File: config.mk
export PLATFORM = sky130hd
export DESIGN_NAME = rtc_ctl_router
export DESIGN_NICKNAME = d
export VERILOG_FILES = /design/src/rtl/rtc_ctl_pkg.sv /design/src/rtl/rtc_ctl_reg.sv /design/src/rtl/rtc_stat_flags.sv /design/src/rtl/rtc_pin_router.sv /design/src/rtl/rtc_ctl_router.sv
export SDC_FILE = /design/constraint.sdc
export NUM_CORES = 1
export LEC_CHECK = 0
export ABC_AREA = 1
export BUFFER_PORTS_ARGS = -buffer_cell sky130_fd_sc_hd__buf_4
export CORE_UTILIZATION = 48
export CTS_BUF_LIST = sky130_fd_sc_hd__clkbuf_8
export CTS_CLUSTER_SIZE = 12
export DETAILED_ROUTE_END_ITERATION = 10
export GPL_ROUTABILITY_DRIVEN = 0
export HOLD_SLACK_MARGIN = 0.03
export MAX_ROUTING_LAYER = met4
export PLACE_DENSITY = 0.89
export SKIP_CTS_REPAIR_TIMING = 1
export SYNTH_ARGS = -nofsm -noshare
export SYNTH_HDL_FRONTEND = slang
export SYNTH_HIERARCHICAL = 1
export SYNTH_SLANG_ARGS = --single-unit
export TNS_END_PERCENT = 50
File: constraint.sdc
create_clock -name clk -period 1.2 [get_ports clk]
set_input_delay 0.24 -clock clk [delete_from_list [all_inputs] [get_ports clk]]
set_output_delay 0.24 -clock clk [all_outputs]
set_load 0.02 [all_outputs]
File: src/rtl/rtc_ctl_pkg.sv
package rtc_ctl_pkg;
  localparam int DW       = 8;
  localparam int RATE_W   = 2;
  localparam int NUM_TAPS = 1 << RATE_W;

  localparam logic [DW-1:0] ADDR_CTL  = 8'h0E;
  localparam logic [DW-1:0] ADDR_STAT = 8'h0F;
  localparam logic [DW-1:0] CTL_RST   = 8'h18;
  localparam logic [DW-1:0] STAT_RST  = 8'h80;
  localparam logic [DW-1:0] CTL_KEEP  = 8'h9F;

  typedef struct packed {
    logic              osc_off;
    logic [1:0]        rsv;
    logic [RATE_W-1:0] rate;
    logic              pin_mode;
    logic              ie2;
    logic              ie1;
  } ctl_t;

  typedef struct packed {
    logic       stop;
    logic [4:0] rsv;
    logic       flag2;
    logic       flag1;
  } stat_t;

  // next value of a clear-only flag: a hardware set beats a software clear
  function automatic logic flag_next(logic q, logic wr, logic wbit, logic set);
    return set | (q & ~(wr & ~wbit));
  endfunction

  // pin A request in either mode
  function automatic logic pin_a_req(ctl_t c, stat_t s);
    return (s.flag1 & c.ie1) | (~c.pin_mode & s.flag2 & c.ie2);
  endfunction
endpackage

File: src/rtl/rtc_ctl_reg.sv
module rtc_ctl_reg
  import rtc_ctl_pkg::*;
(
  input  logic          clk,
  input  logic          rst_n,
  input  logic          wr_hit,
  input  logic [DW-1:0] wd,
  output ctl_t          ctl_q
);
  ctl_t ctl_r;

  always_ff @(posedge clk or negedge rst_n) begin
    if (!rst_n)      ctl_r <= ctl_t'(CTL_RST);
    else if (wr_hit) ctl_r <= ctl_t'(wd & CTL_KEEP);
  end

  assign ctl_q = ctl_r;


  ctl_store_chk: assert property (@(posedge clk) disable iff (!rst_n)
    wr_hit |=> (ctl_r == ctl_t'($past(wd) & CTL_KEEP)));

  ctl_hold_chk: assert property (@(posedge clk) disable iff (!rst_n)
    !wr_hit |=> $stable(ctl_r));
endmodule

File: src/rtl/rtc_stat_flags.sv
module rtc_stat_flags
  import rtc_ctl_pkg::*;
(
  input  logic          clk,
  input  logic          rst_n,
  input  logic          wr_hit,
  input  logic [DW-1:0] wd,
  input  logic          match1,
  input  logic          match2,
  input  logic          stop_evt,
  output stat_t         stat_q
);
  logic stop_r, f2_r, f1_r;

  always_ff @(posedge clk or negedge rst_n) begin
    if (!rst_n) begin
      stop_r <= STAT_RST[7];
      f2_r   <= STAT_RST[1];
      f1_r   <= STAT_RST[0];
    end else begin
      stop_r <= flag_next(stop_r, wr_hit, wd[7], stop_evt);
      f2_r   <= flag_next(f2_r,   wr_hit, wd[1], match2);
      f1_r   <= flag_next(f1_r,   wr_hit, wd[0], match1);
    end
  end

  assign stat_q = '{stop: stop_r, rsv: 5'd0, flag2: f2_r, flag1: f1_r};


  f1_set_chk: assert property (@(posedge clk) disable iff (!rst_n) match1 |=> f1_r);

  f2_set_chk: assert property (@(posedge clk) disable iff (!rst_n) match2 |=> f2_r);

  f1_no_wr_set_chk: assert property (@(posedge clk) disable iff (!rst_n)
    (!f1_r && !match1) |=> !f1_r);

  f1_clear_chk: assert property (@(posedge clk) disable iff (!rst_n)
    (wr_hit && !wd[0] && !match1) |=> !f1_r);

  stop_set_chk: assert property (@(posedge clk) disable iff (!rst_n) stop_evt |=> stop_r);
endmodule

File: src/rtl/rtc_pin_router.sv
module rtc_pin_router
  import rtc_ctl_pkg::*;
(
  input  logic                clk,
  input  logic                rst_n,
  input  ctl_t                ctl,
  input  stat_t               stat,
  input  logic [NUM_TAPS-1:0] tap_pulse,
  output logic                int_a_n,
  output logic                sqw_intb_n
);
  logic sq_r;
  logic sel_tick;
  logic b_irq;

  assign sel_tick = tap_pulse[ctl.rate];

  always_ff @(posedge clk or negedge rst_n) begin
    if (!rst_n)        sq_r <= 1'b1;
    else if (sel_tick) sq_r <= ~sq_r;
  end

  assign b_irq      = stat.flag2 & ctl.ie2;
  assign int_a_n    = ~pin_a_req(ctl, stat);
  assign sqw_intb_n = ctl.pin_mode ? ~b_irq : sq_r;


  sq_toggle_chk: assert property (@(posedge clk) disable iff (!rst_n)
    sel_tick |=> (sq_r != $past(sq_r)));

  sq_hold_chk: assert property (@(posedge clk) disable iff (!rst_n)
    !sel_tick |=> $stable(sq_r));

  b_irq_pin_chk: assert property (@(posedge clk) disable iff (!rst_n)
    (ctl.pin_mode && stat.flag2 && ctl.ie2) |-> !sqw_intb_n);
endmodule

File: src/rtl/rtc_ctl_router.sv
module rtc_ctl_router
  import rtc_ctl_pkg::*;
(
  input  logic          clk,
  input  logic          rst_n,
  input  logic          wr_en,
  input  logic [7:0]    reg_addr,
  input  logic [7:0]    wr_data,
  output logic [7:0]    rd_data,
  input  logic          alarm1_hit,
  input  logic          alarm2_hit,
  input  logic          osc_stopped,
  input  logic [3:0]    tap_pulse,
  output logic          osc_en,
  output logic          int_a_n,
  output logic          sqw_intb_n
);
  ctl_t  ctl_q;
  stat_t stat_q;
  logic  ctl_wr, stat_wr, stop_evt;

  assign ctl_wr   = wr_en && (reg_addr == ADDR_CTL);
  assign stat_wr  = wr_en && (reg_addr == ADDR_STAT);
  assign stop_evt = osc_stopped | ctl_q.osc_off;
  assign osc_en   = ~ctl_q.osc_off;

  rtc_ctl_reg u_ctl (
    .clk(clk), .rst_n(rst_n), .wr_hit(ctl_wr), .wd(wr_data), .ctl_q(ctl_q));

  rtc_stat_flags u_stat (
    .clk(clk), .rst_n(rst_n), .wr_hit(stat_wr), .wd(wr_data),
    .match1(alarm1_hit), .match2(alarm2_hit), .stop_evt(stop_evt), .stat_q(stat_q));

  rtc_pin_router u_pins (
    .clk(clk), .rst_n(rst_n), .ctl(ctl_q), .stat(stat_q), .tap_pulse(tap_pulse),
    .int_a_n(int_a_n), .sqw_intb_n(sqw_intb_n));

  always_comb begin
    if (reg_addr == ADDR_CTL)       rd_data = ctl_q;
    else if (reg_addr == ADDR_STAT) rd_data = stat_q;
    else                            rd_data = '0;
  end


  stat_rsv_zero_chk: assert property (@(posedge clk) disable iff (!rst_n)
    stat_q.rsv == 5'd0);

  a_from_b_chk: assert property (@(posedge clk) disable iff (!rst_n)
    (!ctl_q.pin_mode && stat_q.flag2 && ctl_q.ie2) |-> !int_a_n);
endmodule

==> impl_results.md, run 1 <==
* Iter 0 DRT Violations at 11
* Max-cap viol count at 0
* Final number of setup-violating endpoints at 8
* Via count at 838
* FMAX at 738 MHz
* Leak at 0.685 nW
* Layout Area Growth over Synthesis at 42.2%
* WL per Instance at 11.1 um
* Clk sinks at 10
* CTS Buffer Depth at 2
* Layout cell share with drive strength beyond 1 at 43.0%
* Final hold vios at 0
* Crit. Startpoint: u_stat/f2_r
* CP endpoint: int_a_n
* Htree depth at 1
* Worst Path Max Fanout at 3
* Final worst slack at -155 ps
* Buffers on Ports at 32
* Die height at 43.2 um
* Pre-CTS WS at -64.1 ps
* Drt pass-1 iters at 4
* Diodes inserted at 0
* Placed Area at 1040 um^2
* Failing checks: negative setup slack
* Avg Cell Area, Syn at 6.84 um^2
* Area leader, netlist: nand2_1
* Worst EP required at 960 ps
* Power Dens Cells at 870 nW/um^2
* R2R depth at 6
* First-pass GRT wire length at 3.02 mm
* Initial core utilization at 52.8%
* Yosys reg bits at 10
* Final period util at 113%
* Max VDD drop at 0.000768 V
* WHS at 186 ps
* Mapped Cells at 119
* R2R Path Start: u_ctl/ctl_q[3]
* Post-DRT Antenna Nets at 0
* Post-route cell area at 1160 um^2
* Largest net degree at the start of global routing at 14
* Hpwl dp at 1.42 mm
* Power, Total at 1.01 mW
* Worst setup SP type: register
* Total gr overflow at 0
* Crit. End Element: output port
* Netlist cell types at 19
* Final min period at 1360 ps
* Clock root buffer: clkbuf_8
* Syn Std Cell Area at 815 um^2
* Die Width at 43.2 um
* RSZ-0062 raised after global routing: true
* Critical setup path kind: reg2out
* Setup Skew at 0.289 ps
* Vias in the first global route at 773
* CTS tree: yes
* Fillers at 125
* Initial antenna violation count at 0
* Status: complete, but fails checks
* Clock transition at path regs at 50 ps
* Clock insertion delay at the later pin of the skew report at 240 ps
* RR Endpoint: u_pins/sq_r
* Yosys synthesis warning count at 6
* Post-synthesis sequential area ratio at 31.3%
* DRC at 0
* Share of the synthesized area in the top cell type at 21.2%
* TritonCTS Buffers at 3
* Hold Crit Class: in2reg
* Crit path DAT at 1120 ps
* Nets at 185
* Total wire length at 1.94 mm
* Floorplan row count at 14
* Die area at 1870 um^2
* GRT Total Usage at 22.4%
* Fin. max-slew vios at 0
* Synth top area cells: nand2_1 21%, dfrtp_1 18%, dfstp_2 13%
* Reg2Reg Setup Slack at 110 ps
* Avg Vias per Cell at 4.82
* Core area at 1540 um^2
* Top Ports at 37
## per-stage QoR
| stage | cells | TNS (ps) | util (%) |
|---|---|---|---|
| 4_1_cts | 170 | -794 | 71.1 |
| 3_3_place_gp | 166 | -30.8 | 67.5 |
| 3_5_place_dp | 166 | -293 | 67.5 |
| 6_report | 174 | -837 | 75.2 |
| 5_1_grt | 174 | -1270 | 75.2 |
| 2_1_floorplan | 124 | 0 | - |
## power by group
group	switching, mW	total, mW	internal, mW
Sequential	0.0166	0.380	0.363
Clock	0.130	0.418	0.288
Combinational	0.107	0.211	0.104
## layout by cell type, fill, tap and decap left out, drive strengths merged
cell type and count:
buf 40, inv 17, nor2 6, nand3 19, conb 7, or2 1
a21oi 1, dlygate4sd3 1, dfrtp 6, dfstp 4, clkbuf 4, o21ai 1
nand2 51
## routing by layer
metal	wire length, um	vias to the layer above	GRT usage, %	part of all wire, %
met4	38	0	12.7	2.0
met5	0	-	-	0
met3	90	5	2.55	4.6
met2	1120	33	39.1	58
li1	-	423	-	-
met1	690	377	24.2	36
## synthesized netlist by cell type
cell / count
inv_2: 3
inv_1: 14
buf_4: 10
a21oi_1: 1
o21ai_0: 1
nand3_2: 1
nor2_8: 2
nand3_1: 18
nor2_4: 1
nor2_1: 1
nand2_2: 3
or2_2: 1
conb_1: 2
nand2_1: 46
buf_8: 1
dfstp_2: 4
nor2_2: 2
nand2_4: 2
dfrtp_1: 6
## how the worst min path moves through the flow
stage	slack [ps]	cells after the start	to	startpoint
6_report	190	3	u_stat/f2_r	alarm2_hit
5_1_grt	190	3	u_stat/f2_r	alarm2_hit
2_1_floorplan	-60	0	u_ctl/ctl_q[0]	rst_n
3_3_place_gp	70	1	u_ctl/ctl_q[2]	rst_n
3_5_place_dp	70	1	u_stat/f2_r	rst_n
4_1_cts	-180	1	u_stat/f1_r	rst_n
## state kept, by name (all words and copies together), names as in the netlist
register       count
u_stat/f2_r        1
u_stat/f1_r        1
u_ctl/ctl_q        6
u_pins/sq_r        1
u_stat/stop_r      1
## cells by family after synthesis
logic type      Yosys count  synth area share (%)
compound gates            2                  1.23
flops                    10                  31.3
buf+inv                  28                  18.9
simple gates             77                  47.6
other cells               2                 0.922
## worst max-delay path, stage by stage (launching register included)
cell	delay [ps]
dfrtp_1	400
nand2_1	100
nor2_1	50
a21oi_1	160
buf_4	170
## layout make-up
type	count	area [um^2]	area share, %
Clock buffer	4	55.1	4.75
Tap cell	16	20.0	1.73
Sequential cell	10	255	22.0
Timing Repair Buffer	41	325	28.1
Inverter	17	63.8	5.51
Multi-Input combinational cell	86	439	37.9
(Power assumes the default switching activity.)
==> inputs of run 2 (changes only) <==
- CORE_UTILIZATION: 48 -> 40
- PLACE_DENSITY: 0.89 -> 0.77
==> impl_results.md, run 2 (same netlist as run 1, synthesis figures left out) <==
* Status: complete, but fails checks
* Failing checks: negative setup slack
* Core area at 1820 um^2 (+18%)
* Power, Total at 998 uW (-0.96%)
* Critical path, cell by cell: nand3_2 -> nand2_2 -> buf_6
* GRT Total Usage at 16.2% (-6.2 points)
* Via count at 791 (-5.6%)
* First-pass GRT wire length at 2.46 mm (-19%)
* CTS Buffer Depth at 2 (unchanged)
* Setup Skew at 0.385 ps (+0.0953 ps)
* Pre-CTS WS at -70.1 ps (-6.03 ps)
* Worst Path Max Fanout at 4 (+1)
* Clk sinks at 10 (unchanged)
* Clock root buffer: clkbuf_8
* Max VDD drop at 0.000754 V (-1.8%)
* Worst setup SP type: register
* DRC at 0 (unchanged)
* Worst Hold End: u_stat/f2_r
* Final hold vios at 0 (unchanged)
* TritonCTS Buffers at 3 (unchanged)
* Hold path cells at 3 (unchanged)
* Final min period at 1320 ps (-39.6 ps)
* CP Buf/Inv Count at 1 (unchanged)
* Power Dens Cells at 859 nW/um^2 (-1.3%)
* Initial core utilization at 44.7% (-8.1 points)
* Htree depth at 1 (unchanged)
* Leak at 0.683 nW (-0.21%)
* Diodes inserted at 0 (unchanged)
* Internal cell power at 755 uW (about the same)
* Reg2Reg Setup Slack at 100 ps (about the same)
* Part of the power in registers at 37.9% (+0.2 points)
* Final period util at 110% (-3.3 points)
* Avg Vias per Cell at 4.32 (-10%)
* Post-DRT Antenna Nets at 0 (unchanged)
* Floorplan row count at 15 (+1)
* Critical setup path kind: reg2out
* Switching part of the total at 24.3% (-0.76 points)
* Slowest cell on crit path: dfstp_2
* Max FFs per register at 6 (unchanged)
* Crit path DAT at 1080 ps (-40 ps)
* Setup TNS at -719 ps (+118 ps)
* Fin. max-slew vios at 0 (unchanged)
* Most frequent cells in the layout: 44 x nand2_1, 38 x buf_4, 16 x nand3_1
* Most common cell after layout, fill and taps aside: nand2_1
* R2R Path Start: u_ctl/ctl_q[3]
* Worst EP required at 960 ps (about the same)
* Crit. End Element: output port
* R2R depth at 7 (+1)
* Initial antenna violation count at 0 (unchanged)
* Placed Area at 1040 um^2 (+0.36%)
* Layout Area Growth over Synthesis at 42.7%
* Top Ports at 37 (unchanged)
* Post-route cell area at 1160 um^2 (+0.32%)
* Comb power frac at 20.7% (-0.2 points)
* Final worst slack at -116 ps (+39.6 ps)
* RR Endpoint: u_pins/sq_r
* Hold Crit Start: alarm2_hit
* Die height at 47.1 um (+9.1%)
* FMAX at 760 MHz (+3.0%)
* Buffers on Ports at 32 (unchanged)
* Iter 0 DRT Violations at 7 (-4)
* Total gr overflow at 0 (unchanged)
* Max-cap viol count at 0 (unchanged)
* Largest net degree at the start of global routing at 16 (+2)
* Drt pass-1 iters at 4 (unchanged)
* # placed instances at 174 (+4.8%)
* Non-Filler Instances at 183 (+5.2%)
* Net Switching at 243 uW (-4.0%)
* Layout cell share with drive strength beyond 1 at 43.0% (unchanged)
* Vias in the first global route at 630 (-18%)
* Nets at 185 (unchanged)
* Hold Crit Class: in2reg
* RSZ-0062 raised after global routing: true
* Clock transition at path regs at 50 ps (about the same)
* Total wire length at 1.66 mm (-14%)
* CP delay by family, top: flip-flops
* Final number of setup-violating endpoints at 8 (unchanged)
* Die Width at 47.1 um (+9.1%)
* Delay of the slowest critical-path stage at 570 ps (+170 ps)
* Clock network power share at 41.4% (about the same)
* CTS tree: yes
* Hpwl dp at 1.31 mm (-8.1%)
* Die area at 2220 um^2 (+19%)
* Fillers at 169 (+35%)
* WL per Instance at 9.09 um (-18%)
* Clock insertion delay at the later pin of the skew report at 230 ps (about the same)
run 2: metal layers:
metal | up-vias | GRT usage (%) | share of wire (%)
met4 | 0 | 10.9 | 1.8
li1 | 426 | - | -
met2 | 25 | 26.1 | 49
met5 | - | - | 0
met3 | 4 | 1.54 | 3.1
met1 | 336 | 19.0 | 45
run 2: worst max-delay path by stage:
stage	start	endpoint	slack, ps	cells after the start
2_1_floorplan	reg_addr[6]	u_ctl/ctl_q[2]	20	9
3_3_place_gp	reg_addr[6]	rd_data[1]	-40	7
3_5_place_dp	reg_addr[6]	rd_data[2]	-70	7
4_1_cts	u_pins/sq_r	sqw_intb_n	-150	3
5_1_grt	u_stat/f2_r	int_a_n	-190	4
6_report	u_ctl/ctl_q[4]	rd_data[4]	-120	3
run 2: final cells by class:
cell class	count	area [um^2]	area share, %
Multi-Input combinational cell	86	439	37.8
Timing Repair Buffer	41	318	27.3
Sequential cell	10	255	22.0
Inverter	17	63.8	5.49
Clock buffer	4	55.1	4.74
Tap cell	25	31.3	2.69
run 2: metrics by stage:
stage,hold WS [ps],utilization (%)
2_1_floorplan,-55.6,-
3_3_place_gp,71.8,57.4
3_5_place_dp,73.5,57.4
4_1_cts,-181,60.4
5_1_grt,188,63.8
6_report,188,63.8
run 2: worst min-delay path, cell delays in order:
cell     delay, ps
buf_4           80
inv_1           30
nand2_1         50
run 2: power by group through the flow:
| stage | Sequential (mW) | Combinational (mW) | Clock (mW) |
|---|---|---|---|
| detailed placement | 0.381 | 0.196 | 0 |
| floorplan | 0.378 | 0.118 | 0 |
| finish | 0.379 | 0.207 | 0.413 |
| CTS | 0.376 | 0.196 | 0.432 |
| global route | 0.380 | 0.228 | 0.452 |
| global placement | 0.380 | 0.192 | 0 |
==> inputs of run 3 (changes only) <==
- CORE_MARGIN: default -> 2
==> impl_results.md, run 3 (same netlist as run 1, synthesis figures left out) <==
* Max VDD drop at 0.000897 V (+19%)
* Clock root buffer: clkbuf_8
* Via count at 828 (+4.7%)
* Die height at 49.1 um (+4.2%)
* Vias in the first global route at 716 (+14%)
* GRT Total Usage at 15.3% (-0.90 points)
* Final worst slack at -134 ps (-18.2 ps)
* R2R Path Start: u_ctl/ctl_q[3]
* Worst EP required at 960 ps (about the same)
* Layout Area Growth over Synthesis at 48.4%
* Slowest cell on crit path: dfstp_2
* Worst setup SP type: register
* WL per Instance at 9.85 um (+8.3%)
* Hold Crit Class: in2reg
* Iter 0 DRT Violations at 9 (+2)
* Internal cell power at 771 uW (+2.0%)
* FMAX at 750 MHz (-1.4%)
* Setup Skew at 0.251 ps (-0.134 ps)
* Critical path, cell by cell: nand3_1 -> nand2_1 -> buf_6
* Final number of setup-violating endpoints at 8 (unchanged)
* Hold Crit Start: alarm2_hit
* RR Endpoint: u_pins/sq_r
* R2R depth at 6 (-1)
* Diodes inserted at 0 (unchanged)
* CTS Buffer Depth at 2 (unchanged)
* Clock network power share at 40.3% (-1.1 points)
* Final period util at 111% (+1.5 points)
* Leak at 0.698 nW (+2.2%)
* M3 GR Usage at 1.53% (-0.0047 points)
* Switching part of the total at 25.0% (+0.70 points)
* Drt pass-1 iters at 4 (unchanged)
* Worst Path Max Fanout at 4 (unchanged)
* Final hold vios at 0 (unchanged)
* Net Switching at 258 uW (+6.0%)
* Power Dens Cells at 851 nW/um^2 (-0.95%)
* Max-cap viol count at 0 (unchanged)
* Power, Total at 1.03 mW (+3.0%)
* Die Width at 49.1 um (+4.2%)
* Crit. End Element: output port
* Avg Vias per Cell at 4.40 (+1.9%)
* Met2 Usage GRT at 25.2% (-0.89 points)
* DRC at 0 (unchanged)
* Most frequent cells in the layout: 43 x nand2_1, 37 x buf_4, 16 x nand3_1
* Top Usage Layer GRT: met2
* Clock insertion delay at the later pin of the skew report at 230 ps (about the same)
* Worst Hold End: u_stat/f2_r
* Crit path DAT at 1090 ps (about the same)
* Hpwl dp at 1.36 mm (+4.0%)
* Die area at 2410 um^2 (+8.7%)
* Failing checks: negative setup slack
* Nets at 188 (+1.6%)
* CTS tree: yes
* Grt met1 use at 18.4% (-0.63 points)
* Top Ports at 37 (unchanged)
* Clk sinks at 10 (unchanged)
* Critical setup path kind: reg2out
* Core area at 1940 um^2 (+6.7%)
* RSZ-0062 raised after global routing: true
* Delay of the slowest critical-path stage at 560 ps (about the same)
* Final min period at 1330 ps (+18.2 ps)
* Initial antenna violation count at 0 (unchanged)
* Initial core utilization at 41.9% (-2.8 points)
* Fin util at 62.2% (-1.6 points)
* Htree depth at 1 (unchanged)
* Part of the power in registers at 36.9% (-1.0 points)
* Hold path cells at 3 (unchanged)
* Buffers on Ports at 32 (unchanged)
* Layout cell share with drive strength beyond 1 at 46.6% (+3.5 points)
* Clock transition at path regs at 50 ps (about the same)
* Total wire length at 1.85 mm (+11%)
* Floorplan row count at 16 (+1)
* Comb power frac at 22.9% (+2.2 points)
* TritonCTS Buffers at 3 (unchanged)
* Fin. max-slew vios at 0 (unchanged)
* Max FFs per register at 6 (unchanged)
* Post-DRT Antenna Nets at 0 (unchanged)
* Status: complete, but fails checks
* First-pass GRT wire length at 2.84 mm (+16%)
* Total gr overflow at 0 (unchanged)
* Most common cell after layout, fill and taps aside: nand2_1
* Reg2Reg Setup Slack at 190 ps (+90 ps)
* Largest net degree at the start of global routing at 19 (+3)
run 3: changes by cell type in the layout (fill, tap and decap cells not counted), sizes merged:
cell / previous run / this run
nor2: 6 / 7
buf: 40 / 42
run 3: layout make-up:
type	instances	area, um^2
multi-input cells	87	457
fillers	178	733
clock buffers	4	55.1
inverters	17	63.8
well taps	27	33.8
repair buffers	43	344
flip-flops and latches	10	255
run 3: worst max-delay path by stage:
stage              startpoint              to  slack, ps  depth (start not counted)
2_1_floorplan     reg_addr[6]  u_ctl/ctl_q[2]         20                          9
3_3_place_gp      reg_addr[6]      rd_data[1]        -60                          7
3_5_place_dp      reg_addr[6]      rd_data[0]       -100                          7
4_1_cts        u_ctl/ctl_q[3]      rd_data[3]       -140                          3
5_1_grt        u_ctl/ctl_q[4]      rd_data[4]       -190                          3
6_report       u_ctl/ctl_q[4]      rd_data[4]       -130                          3
run 3: critical path, delay by kind of cell, from the launching register on:
family                 cells  cell delay, ps
buffers and inverters      1             120
DFF                        1             560
and+or+nand+nor            2             190
run 3: power groups by stage:
stage	Clock (mW)	Combinational [mW]	Sequential [mW]
floorplan	0	0.118	0.378
global placement	0	0.191	0.380
detailed placement	0	0.196	0.381
CTS	0.423	0.197	0.376
global route	0.438	0.258	0.382
finish	0.414	0.235	0.379
run 3: metal layers:
metal | vias to the layer above | wire length, um
met1 | 372 | 724
li1 | 427 | -
met2 | 25 | 1010
met5 | - | 0
met4 | 0 | 32
met3 | 4 | 83
run 3: through the flow:
| step | cell area, um^2 | cells | setup TNS [ps] | hold WS [ps] | setup WS, ps |
|---|---|---|---|---|---|
| final | 1210 | 188 | -606 | 189 | -134 |
| after global routing | 1210 | 188 | -1050 | 218 | -190 |
| after CTS | 1090 | 179 | -868 | -176 | -137 |
| after floorplan | 833 | 124 | 0 | -55.6 | 24.2 |
| after detailed placement | 1040 | 175 | -888 | 73.8 | -97.8 |
| after global placement | 1040 | 175 | -307 | 72.4 | -56.0 |
